[config.mk]
export PLATFORM = sky130hd
export DESIGN_NAME = pkt_route_filter
export DESIGN_NICKNAME = d
export VERILOG_FILES = /design/src/rtl/pkt_route_pkg.sv /design/src/rtl/pkt_route_match.sv /design/src/rtl/pkt_route_decide.sv /design/src/rtl/pkt_route_filter.sv
export SDC_FILE = /design/constraint.sdc
export NUM_CORES = 1
export LEC_CHECK = 0
export ABC_AREA = 1
export BUFFER_PORTS_ARGS = -buffer_cell sky130_fd_sc_hd__buf_4
export CAP_MARGIN = 20
export CORE_UTILIZATION = 49
export CTS_BUF_LIST = sky130_fd_sc_hd__clkbuf_2
export CTS_CLUSTER_SIZE = 8
export DETAILED_ROUTE_END_ITERATION = 10
export GPL_TIMING_DRIVEN = 1
export PLACE_DENSITY = 0.85
export SYNTH_ARGS = -nofsm -noshare
export SYNTH_HDL_FRONTEND = slang
export SYNTH_SLANG_ARGS = --single-unit
export TNS_END_PERCENT = 30
[constraint.sdc]
create_clock -name clk -period 1.8 [get_ports clk]
set_input_delay 0.18 -clock clk [delete_from_list [all_inputs] [get_ports clk]]
set_output_delay 0.18 -clock clk [all_outputs]
set_load 0.02 [all_outputs]
[src/rtl/pkt_route_pkg.sv]
package pkt_route_pkg;
  typedef enum logic [1:0] {
    ROUTE_DROP = 2'd0,
    ROUTE_DMA  = 2'd1,
    ROUTE_RMAP = 2'd2
  } route_e;

  localparam logic [1:0] CK_DATA = 2'd0;
  localparam logic [1:0] CK_EOP  = 2'd1;
  localparam logic [1:0] CK_EEP  = 2'd2;

  localparam logic [7:0] RMAP_PROTO   = 8'h01;
  localparam int         RMAP_CMD_BIT = 6;
  localparam int         HOLD_CHARS   = 3;

  typedef enum logic [2:0] {
    ST_COLLECT,
    ST_DECIDE,
    ST_REPLAY,
    ST_FORWARD,
    ST_DISCARD,
    ST_FINISH
  } rt_state_e;
endpackage

[src/rtl/pkt_route_match.sv]
module pkt_route_match #(
  parameter int N_CH = 4,
  parameter int DW   = 8,
  localparam int CW  = (N_CH > 1) ? $clog2(N_CH) : 1
) (
  input  logic [DW-1:0]      addr,
  input  logic [DW-1:0]      dflt_addr,
  input  logic [DW-1:0]      dflt_mask,
  input  logic [N_CH*DW-1:0] ch_addr,
  input  logic [N_CH*DW-1:0] ch_mask,
  input  logic [N_CH-1:0]    ch_sep,
  input  logic [N_CH-1:0]    ch_en,
  output logic               dflt_hit,
  output logic               dma_hit,
  output logic [CW-1:0]      dma_idx
);
  logic [N_CH-1:0] hit;

  assign dflt_hit = ((addr ^ dflt_addr) & ~dflt_mask) == '0;

  for (genvar g = 0; g < N_CH; g++) begin : g_chan
    logic [DW-1:0] eff_a;
    logic [DW-1:0] eff_m;
    assign eff_a  = ch_sep[g] ? ch_addr[g*DW +: DW] : dflt_addr;
    assign eff_m  = ch_sep[g] ? ch_mask[g*DW +: DW] : dflt_mask;
    assign hit[g] = ch_en[g] && (((addr ^ eff_a) & ~eff_m) == '0);
  end

  // lowest index wins: scan from the top so lower hits overwrite
  always_comb begin
    dma_hit = 1'b0;
    dma_idx = '0;
    for (int i = N_CH - 1; i >= 0; i--) begin
      if (hit[i]) begin
        dma_hit = 1'b1;
        dma_idx = CW'(i);
      end
    end
  end
endmodule

[src/rtl/pkt_route_decide.sv]
module pkt_route_decide
  import pkt_route_pkg::*;
#(
  parameter int DW = 8
) (
  input  logic [DW-1:0] proto_ch,
  input  logic [DW-1:0] cmd_ch,
  input  logic [1:0]    n_chars,
  input  logic          promisc,
  input  logic          rmap_en,
  input  logic          dflt_hit,
  input  logic          dma_hit,
  output route_e        route
);
  logic rmap_tag;
  logic min_ok;

  assign rmap_tag = rmap_en && (n_chars >= 2'd2) && (proto_ch == DW'(RMAP_PROTO));
  assign min_ok   = (n_chars >= (promisc ? 2'd1 : 2'd2));

  always_comb begin
    route = ROUTE_DROP;
    if (rmap_tag && n_chars < 2'd3) begin
      route = ROUTE_DROP;
    end else if (rmap_tag && cmd_ch[RMAP_CMD_BIT]) begin
      if (dflt_hit)     route = ROUTE_RMAP;
      else if (dma_hit) route = ROUTE_DMA;
      else              route = ROUTE_RMAP;
    end else if (min_ok && dma_hit) begin
      route = ROUTE_DMA;
    end
  end
endmodule

[src/rtl/pkt_route_filter.sv]
module pkt_route_filter
  import pkt_route_pkg::*;
#(
  parameter int N_CH = 4,
  parameter int DW   = 8,
  localparam int CW  = (N_CH > 1) ? $clog2(N_CH) : 1
) (
  input  logic               clk,
  input  logic               rst,
  input  logic               rx_valid,
  input  logic [1:0]         rx_kind,
  input  logic [DW-1:0]      rx_data,
  output logic               rx_ready,
  input  logic [DW-1:0]      dflt_addr,
  input  logic [DW-1:0]      dflt_mask,
  input  logic [N_CH*DW-1:0] ch_addr,
  input  logic [N_CH*DW-1:0] ch_mask,
  input  logic [N_CH-1:0]    ch_sep,
  input  logic [N_CH-1:0]    ch_en,
  input  logic               promisc,
  input  logic               rmap_en,
  output logic               dec_valid,
  output logic [1:0]         dec_kind,
  output logic [CW-1:0]      dec_chan,
  output logic               out_valid,
  output logic [DW-1:0]      out_data,
  output logic               out_end,
  output logic               out_end_err,
  output logic [1:0]         out_kind,
  output logic [CW-1:0]      out_chan
);
  rt_state_e     state;
  logic [1:0]    cnt;
  logic [1:0]    rp_idx;
  logic          ended;
  logic          end_err;
  logic [DW-1:0] hold_q [HOLD_CHARS];

  logic          acc;
  logic          is_data;
  logic          dflt_hit;
  logic          dma_hit;
  logic [CW-1:0] dma_idx;
  route_e        route;

  assign rx_ready = (state == ST_COLLECT) || (state == ST_FORWARD) || (state == ST_DISCARD);
  assign acc      = rx_valid && rx_ready;
  assign is_data  = (rx_kind == CK_DATA);

  pkt_route_match #(.N_CH(N_CH), .DW(DW)) u_match (
    .addr      (hold_q[0]),
    .dflt_addr (dflt_addr),
    .dflt_mask (dflt_mask),
    .ch_addr   (ch_addr),
    .ch_mask   (ch_mask),
    .ch_sep    (ch_sep),
    .ch_en     (ch_en),
    .dflt_hit  (dflt_hit),
    .dma_hit   (dma_hit),
    .dma_idx   (dma_idx)
  );

  pkt_route_decide #(.DW(DW)) u_decide (
    .proto_ch (hold_q[1]),
    .cmd_ch   (hold_q[2]),
    .n_chars  (cnt),
    .promisc  (promisc),
    .rmap_en  (rmap_en),
    .dflt_hit (dflt_hit),
    .dma_hit  (dma_hit),
    .route    (route)
  );

  // hold registers: no reset, written only while collecting
  always_ff @(posedge clk) begin
    if (state == ST_COLLECT && acc && is_data) hold_q[cnt] <= rx_data;
  end

  always_ff @(posedge clk) begin
    if (rst) begin
      state       <= ST_COLLECT;
      cnt         <= '0;
      rp_idx      <= '0;
      ended       <= 1'b0;
      end_err     <= 1'b0;
      dec_valid   <= 1'b0;
      dec_kind    <= '0;
      dec_chan    <= '0;
      out_valid   <= 1'b0;
      out_data    <= '0;
      out_end     <= 1'b0;
      out_end_err <= 1'b0;
      out_kind    <= '0;
      out_chan    <= '0;
    end else begin
      dec_valid <= 1'b0;
      out_valid <= 1'b0;
      out_end   <= 1'b0;
      unique case (state)
        ST_COLLECT: begin
          if (acc) begin
            if (is_data) begin
              cnt <= cnt + 2'd1;
              if (cnt == 2'd2) begin
                ended <= 1'b0;
                state <= ST_DECIDE;
              end
            end else begin
              ended   <= 1'b1;
              end_err <= (rx_kind == CK_EEP);
              state   <= ST_DECIDE;
            end
          end
        end
        ST_DECIDE: begin
          dec_valid <= 1'b1;
          dec_kind  <= route;
          dec_chan  <= (route == ROUTE_DMA) ? dma_idx : '0;
          rp_idx    <= '0;
          if (route == ROUTE_DROP) begin
            cnt   <= '0;
            state <= ended ? ST_COLLECT : ST_DISCARD;
          end else begin
            out_kind <= route;
            out_chan <= (route == ROUTE_DMA) ? dma_idx : '0;
            state    <= ST_REPLAY;
          end
        end
        ST_REPLAY: begin
          out_valid <= 1'b1;
          out_data  <= hold_q[rp_idx];
          rp_idx    <= rp_idx + 2'd1;
          if (rp_idx == cnt - 2'd1) begin
            cnt   <= '0;
            state <= ended ? ST_FINISH : ST_FORWARD;
          end
        end
        ST_FINISH: begin
          out_end     <= 1'b1;
          out_end_err <= end_err;
          state       <= ST_COLLECT;
        end
        ST_FORWARD: begin
          if (acc) begin
            if (is_data) begin
              out_valid <= 1'b1;
              out_data  <= rx_data;
            end else begin
              out_end     <= 1'b1;
              out_end_err <= (rx_kind == CK_EEP);
              state       <= ST_COLLECT;
            end
          end
        end
        ST_DISCARD: begin
          if (acc && !is_data) state <= ST_COLLECT;
        end
        default: state <= ST_COLLECT;
      endcase
    end
  end

  // ---------------- assertions ----------------
  logic [1:0]      fwd_cnt;
  logic [N_CH-1:0] dec_sel;
  assign dec_sel = N_CH'(1) << dec_chan;

  always_ff @(posedge clk) begin
    if (rst || dec_valid) fwd_cnt <= '0;
    else if (out_valid && fwd_cnt != 2'd3) fwd_cnt <= fwd_cnt + 2'd1;
  end

  p_reset_quiet_r10: assert property (@(posedge clk) disable iff (rst)
    $past(rst) |-> (!out_valid && !out_end && !dec_valid && rx_ready));

  p_first_char_r9: assert property (@(posedge clk) disable iff (rst)
    (dec_valid && dec_kind != 2'd0) |=> out_valid);

  p_legal_kind_r9: assert property (@(posedge clk) disable iff (rst)
    dec_valid |-> (dec_kind != 2'd3));

  p_drop_silent_r6: assert property (@(posedge clk) disable iff (rst)
    (dec_valid && dec_kind == 2'd0) |=> (!out_valid && !out_end));

  p_chan_enabled_r2: assert property (@(posedge clk) disable iff (rst || $past(rst))
    (dec_valid && dec_kind == 2'd1) |-> |($past(ch_en) & dec_sel));

  p_min_len_r7: assert property (@(posedge clk) disable iff (rst)
    out_end |-> ((fwd_cnt >= 2'd2) || (promisc && fwd_cnt >= 2'd1)));

  p_kind_hold_r11: assert property (@(posedge clk) disable iff (rst)
    (out_valid && $past(out_valid)) |-> ($stable(out_kind) && $stable(out_chan)));
endmodule

==> impl_metrics.json <==
{
  "period_minus_slack_ps": 2180,
  "critical_path.top_delay_family": "simple AND/OR/NAND/NOR gates",
  "grtUsageMet1": 0.3542,
  "grt_pass1_vias": 4549,
  "io_pins": 124,
  "crit_chain": "buf_4, buf_4, nand2_1, nand3_1, nand2_1, nor2_1, nand3_1, nand2_4, inv_2, nand2_2, nand3_2, nand2_2, nand3_4, inv_2, nand3_2, a21oi_2",
  "slew_viol_final": 0,
  "place_ws_ps": -278.5,
  "dp.cells": 899,
  "fp-row-count": 33,
  "critPathLaunchType": "flip-flop",
  "postSynth.asyncResetShare": 0,
  "worstPathMaxFanout": 8,
  "min_from": "rst",
  "ys.warnings.count": 0,
  "violations": "negative setup slack",
  "clk_pin_slew_worst_paths_ps": 180,
  "yosysSeqAreaShare": 0.3762,
  "multi_input_area_sq_mm": 0.002323,
  "largest_register_ffs": 32,
  "syn_area_sq_mm": 0.004204,
  "relSlewSlack": 0.7218,
  "wl_per_cell_microns": 14.50,
  "grt_pass1_wl_microns": 20600,
  "top_register": "hold_q",
  "cp_slowest_cell": "edfxtp_1",
  "worstSetupEndpointType": "flip-flop",
  "powerDensity_mw_per_mm2": 621.5,
  "postSynthAreaPerCell_sq_um": 6.641,
  "htreeDepth": 3,
  "num-fill-cells": 676,
  "synthFlopType": "edfxtp_1",
  "r2r_end": "dec_chan[0]",
  "ant_nets": 0,
  "whs_path_depth": 2,
  "drt_first_pass_iters": 5,
  "antenna_found_initial": 1,
  "rsz0062_at_grt": "true",
  "setup_viol": 12,
  "p_leak_nw": 3.054,
  "grt_start_max_net_pins": 28,
  "cts_buffers": 9,
  "synth_nets": 742,
  "synth_enable_flop_cells": 32,
  "cts_tree": "yes",
  "r2r_start": "hold_q[0][7]",
  "clock_latency_ps": 490,
  "hold_class": "input port to flip-flop",
  "maxCapViolCount": 0,
  "regArea_sq_mm": 0.001584,
  "worst_slack_ps": -380.3,
  "portBuffers": 123,
  "ir_drop_v": 0.0005994,
  "core_sq_mm": 0.008258,
  "cts_sinks": 63,
  "cp.required_ps": 2230,
  "final_cells": 942,
  "mostFrequentLayoutCells": "nand2_1, buf_4, inv_1",
  "area_delta_synth_final_pct": 43.75,
  "cp.buffers_inverters": 4,
  "fp.dieH_microns": 94.63,
  "grt-busiest-layer": "met2",
  "cts_buffer_depth": 2,
  "r2r_cells": 16,
  "top_regs": "hold_q x32, out_data x8, state x3",
  "drt_iter0_markers": 253,
  "final_common_cell": "nand2_1",
  "critPathKind": "flip-flop to flip-flop",
  "skew_ps": 26.08,
  "routabilityCongestion": 0.9116,
  "finalHoldViolations": 0,
  "dieArea_sq_mm": 0.008954,
  "holdWs_ps": 40.62,
  "drive_above_1_share": 0.3182,
  "chipWidth_microns": 94.63,
  "grt_usage": 0.2959,
  "gr-usage-met2": 0.5174,
  "dr_total_vias": 5022,
  "gr-total-overflow": 0,
  "grtUsageMet3": 0.04750,
  "dp_hpwl_microns": 10130,
  "worst_pin_slew_ps": 414.8,
  "hold_end": "out_valid",
  "syn_inst": 633,
  "max_stage_delay_ps": 460,
  "synth-seq-cells": 63,
  "fin_area_sq_mm": 0.006043,
  "max_freq_ghz": 0.4587,
  "synth_cell_types": 38,
  "critical_path_arrival_ps": 2610,
  "outcome": "finished, violations left",
  "r2r_slack_ps": -380,
  "drc": 0,
  "fin_crit_sh": 1.211,
  "viasPerCell": 5.331,
  "layout.nets": 940,
  "root_buffer": "clkbuf_2",
  "routed_wl_microns": 13660,
  "place_area_sq_mm": 0.005604,
  "start_util": 0.5091
}
## worst register-to-register path, cell delays in order (launching register included)
cell,delay [ps]
edfxtp_1,460
buf_4,150
buf_4,110
nand2_1,50
nand3_1,90
nand2_1,60
nor2_1,120
nand3_1,150
nand2_4,120
inv_2,40
nand2_2,70
nand3_2,70
nand2_2,110
nand3_4,130
inv_2,100
nand3_2,110
a21oi_2,190
## Yosys cell counts (2+ instances only)
| cell type | number | area share |
|---|---|---|
| o21ai_1 | 4 | 0.0048 |
| edfxtp_1 | 32 | 0.23 |
| or2_2 | 2 | 0.0030 |
| clkbuf_1 | 8 | 0.0071 |
| nand3_1 | 59 | 0.070 |
| buf_6 | 3 | 0.0080 |
| buf_4 | 2 | 0.0036 |
| o21a_1 | 6 | 0.011 |
| inv_1 | 73 | 0.065 |
| xor2_1 | 2 | 0.0042 |
| a21oi_1 | 46 | 0.055 |
| o21bai_1 | 2 | 0.0036 |
| a211oi_1 | 18 | 0.032 |
| nor2_1 | 56 | 0.050 |
| dfxtp_1 | 31 | 0.15 |
| ha_1 | 6 | 0.018 |
| a221oi_1 | 8 | 0.017 |
| nand3b_1 | 2 | 0.0036 |
| buf_2 | 8 | 0.0095 |
| inv_2 | 4 | 0.0036 |
| nand2_1 | 225 | 0.20 |
| o21ai_0 | 20 | 0.024 |
## report_power, final
part           internal, mW  switching [mW]
Sequential             1.58          0.0547
Combinational         0.668           0.756
Clock                 0.194           0.502
## cell type report
type	count	share of cell area
Tap cell	105	0.02174
Multi-Input combinational cell	469	0.3845
Timing Repair Buffer	210	0.2685
Clock inverter	4	0.003520
Antenna cell	1	0.0004141
Clock buffer	12	0.009938
Sequential cell	63	0.2621
Inverter	78	0.04928
## per-stage QoR
stage          power [mW]    util  setup TNS (ps)
2_1_floorplan       2.320       -          -59.34
3_3_place_gp        2.877  0.6786           -2080
3_5_place_dp        2.918  0.6786           -2642
4_1_cts             3.647  0.7118           -2475
5_1_grt             3.976  0.7318           -5421
6_report            3.756  0.7318           -3365
## routing by layer
metal  wire (microns)  up-vias
li1                 -     2464
met4              453        0
met3             1129       46
met2             6594      252
met5                0        -
met1             5486     2260
## cells by family after synthesis
| kind of cell | Yosys count | share of synthesized area |
|---|---|---|
| and+or+nand+nor | 354 | 0.3494 |
| DFF | 63 | 0.3762 |
| adders and majority gates | 6 | 0.01786 |
| xor gates and xnor gates | 2 | 0.004167 |
| AOI/OAI and AO/OA | 107 | 0.1518 |
| buffers and inverters | 101 | 0.1006 |
## repair_timing
action	CTS	global route
endpoints found under the hold margin	34	0
buffers inserted	9	8
gates resized for setup	8	34
setup endpoints to repair	12	54
hold buffers	9	0
pin swaps	11	17
## how the worst max path moves through the flow
stage                       end  cells after the start    startpoint
floorplan                cnt[0]                     18  hold_q[0][4]
global placement         cnt[1]                     17  hold_q[0][4]
detailed placement       cnt[0]                     17  hold_q[0][4]
CTS                 out_chan[0]                     16  hold_q[0][4]
global route        dec_chan[0]                     17  hold_q[0][5]
finish              dec_chan[0]                     16  hold_q[0][7]
(Power assumes the default switching activity.)
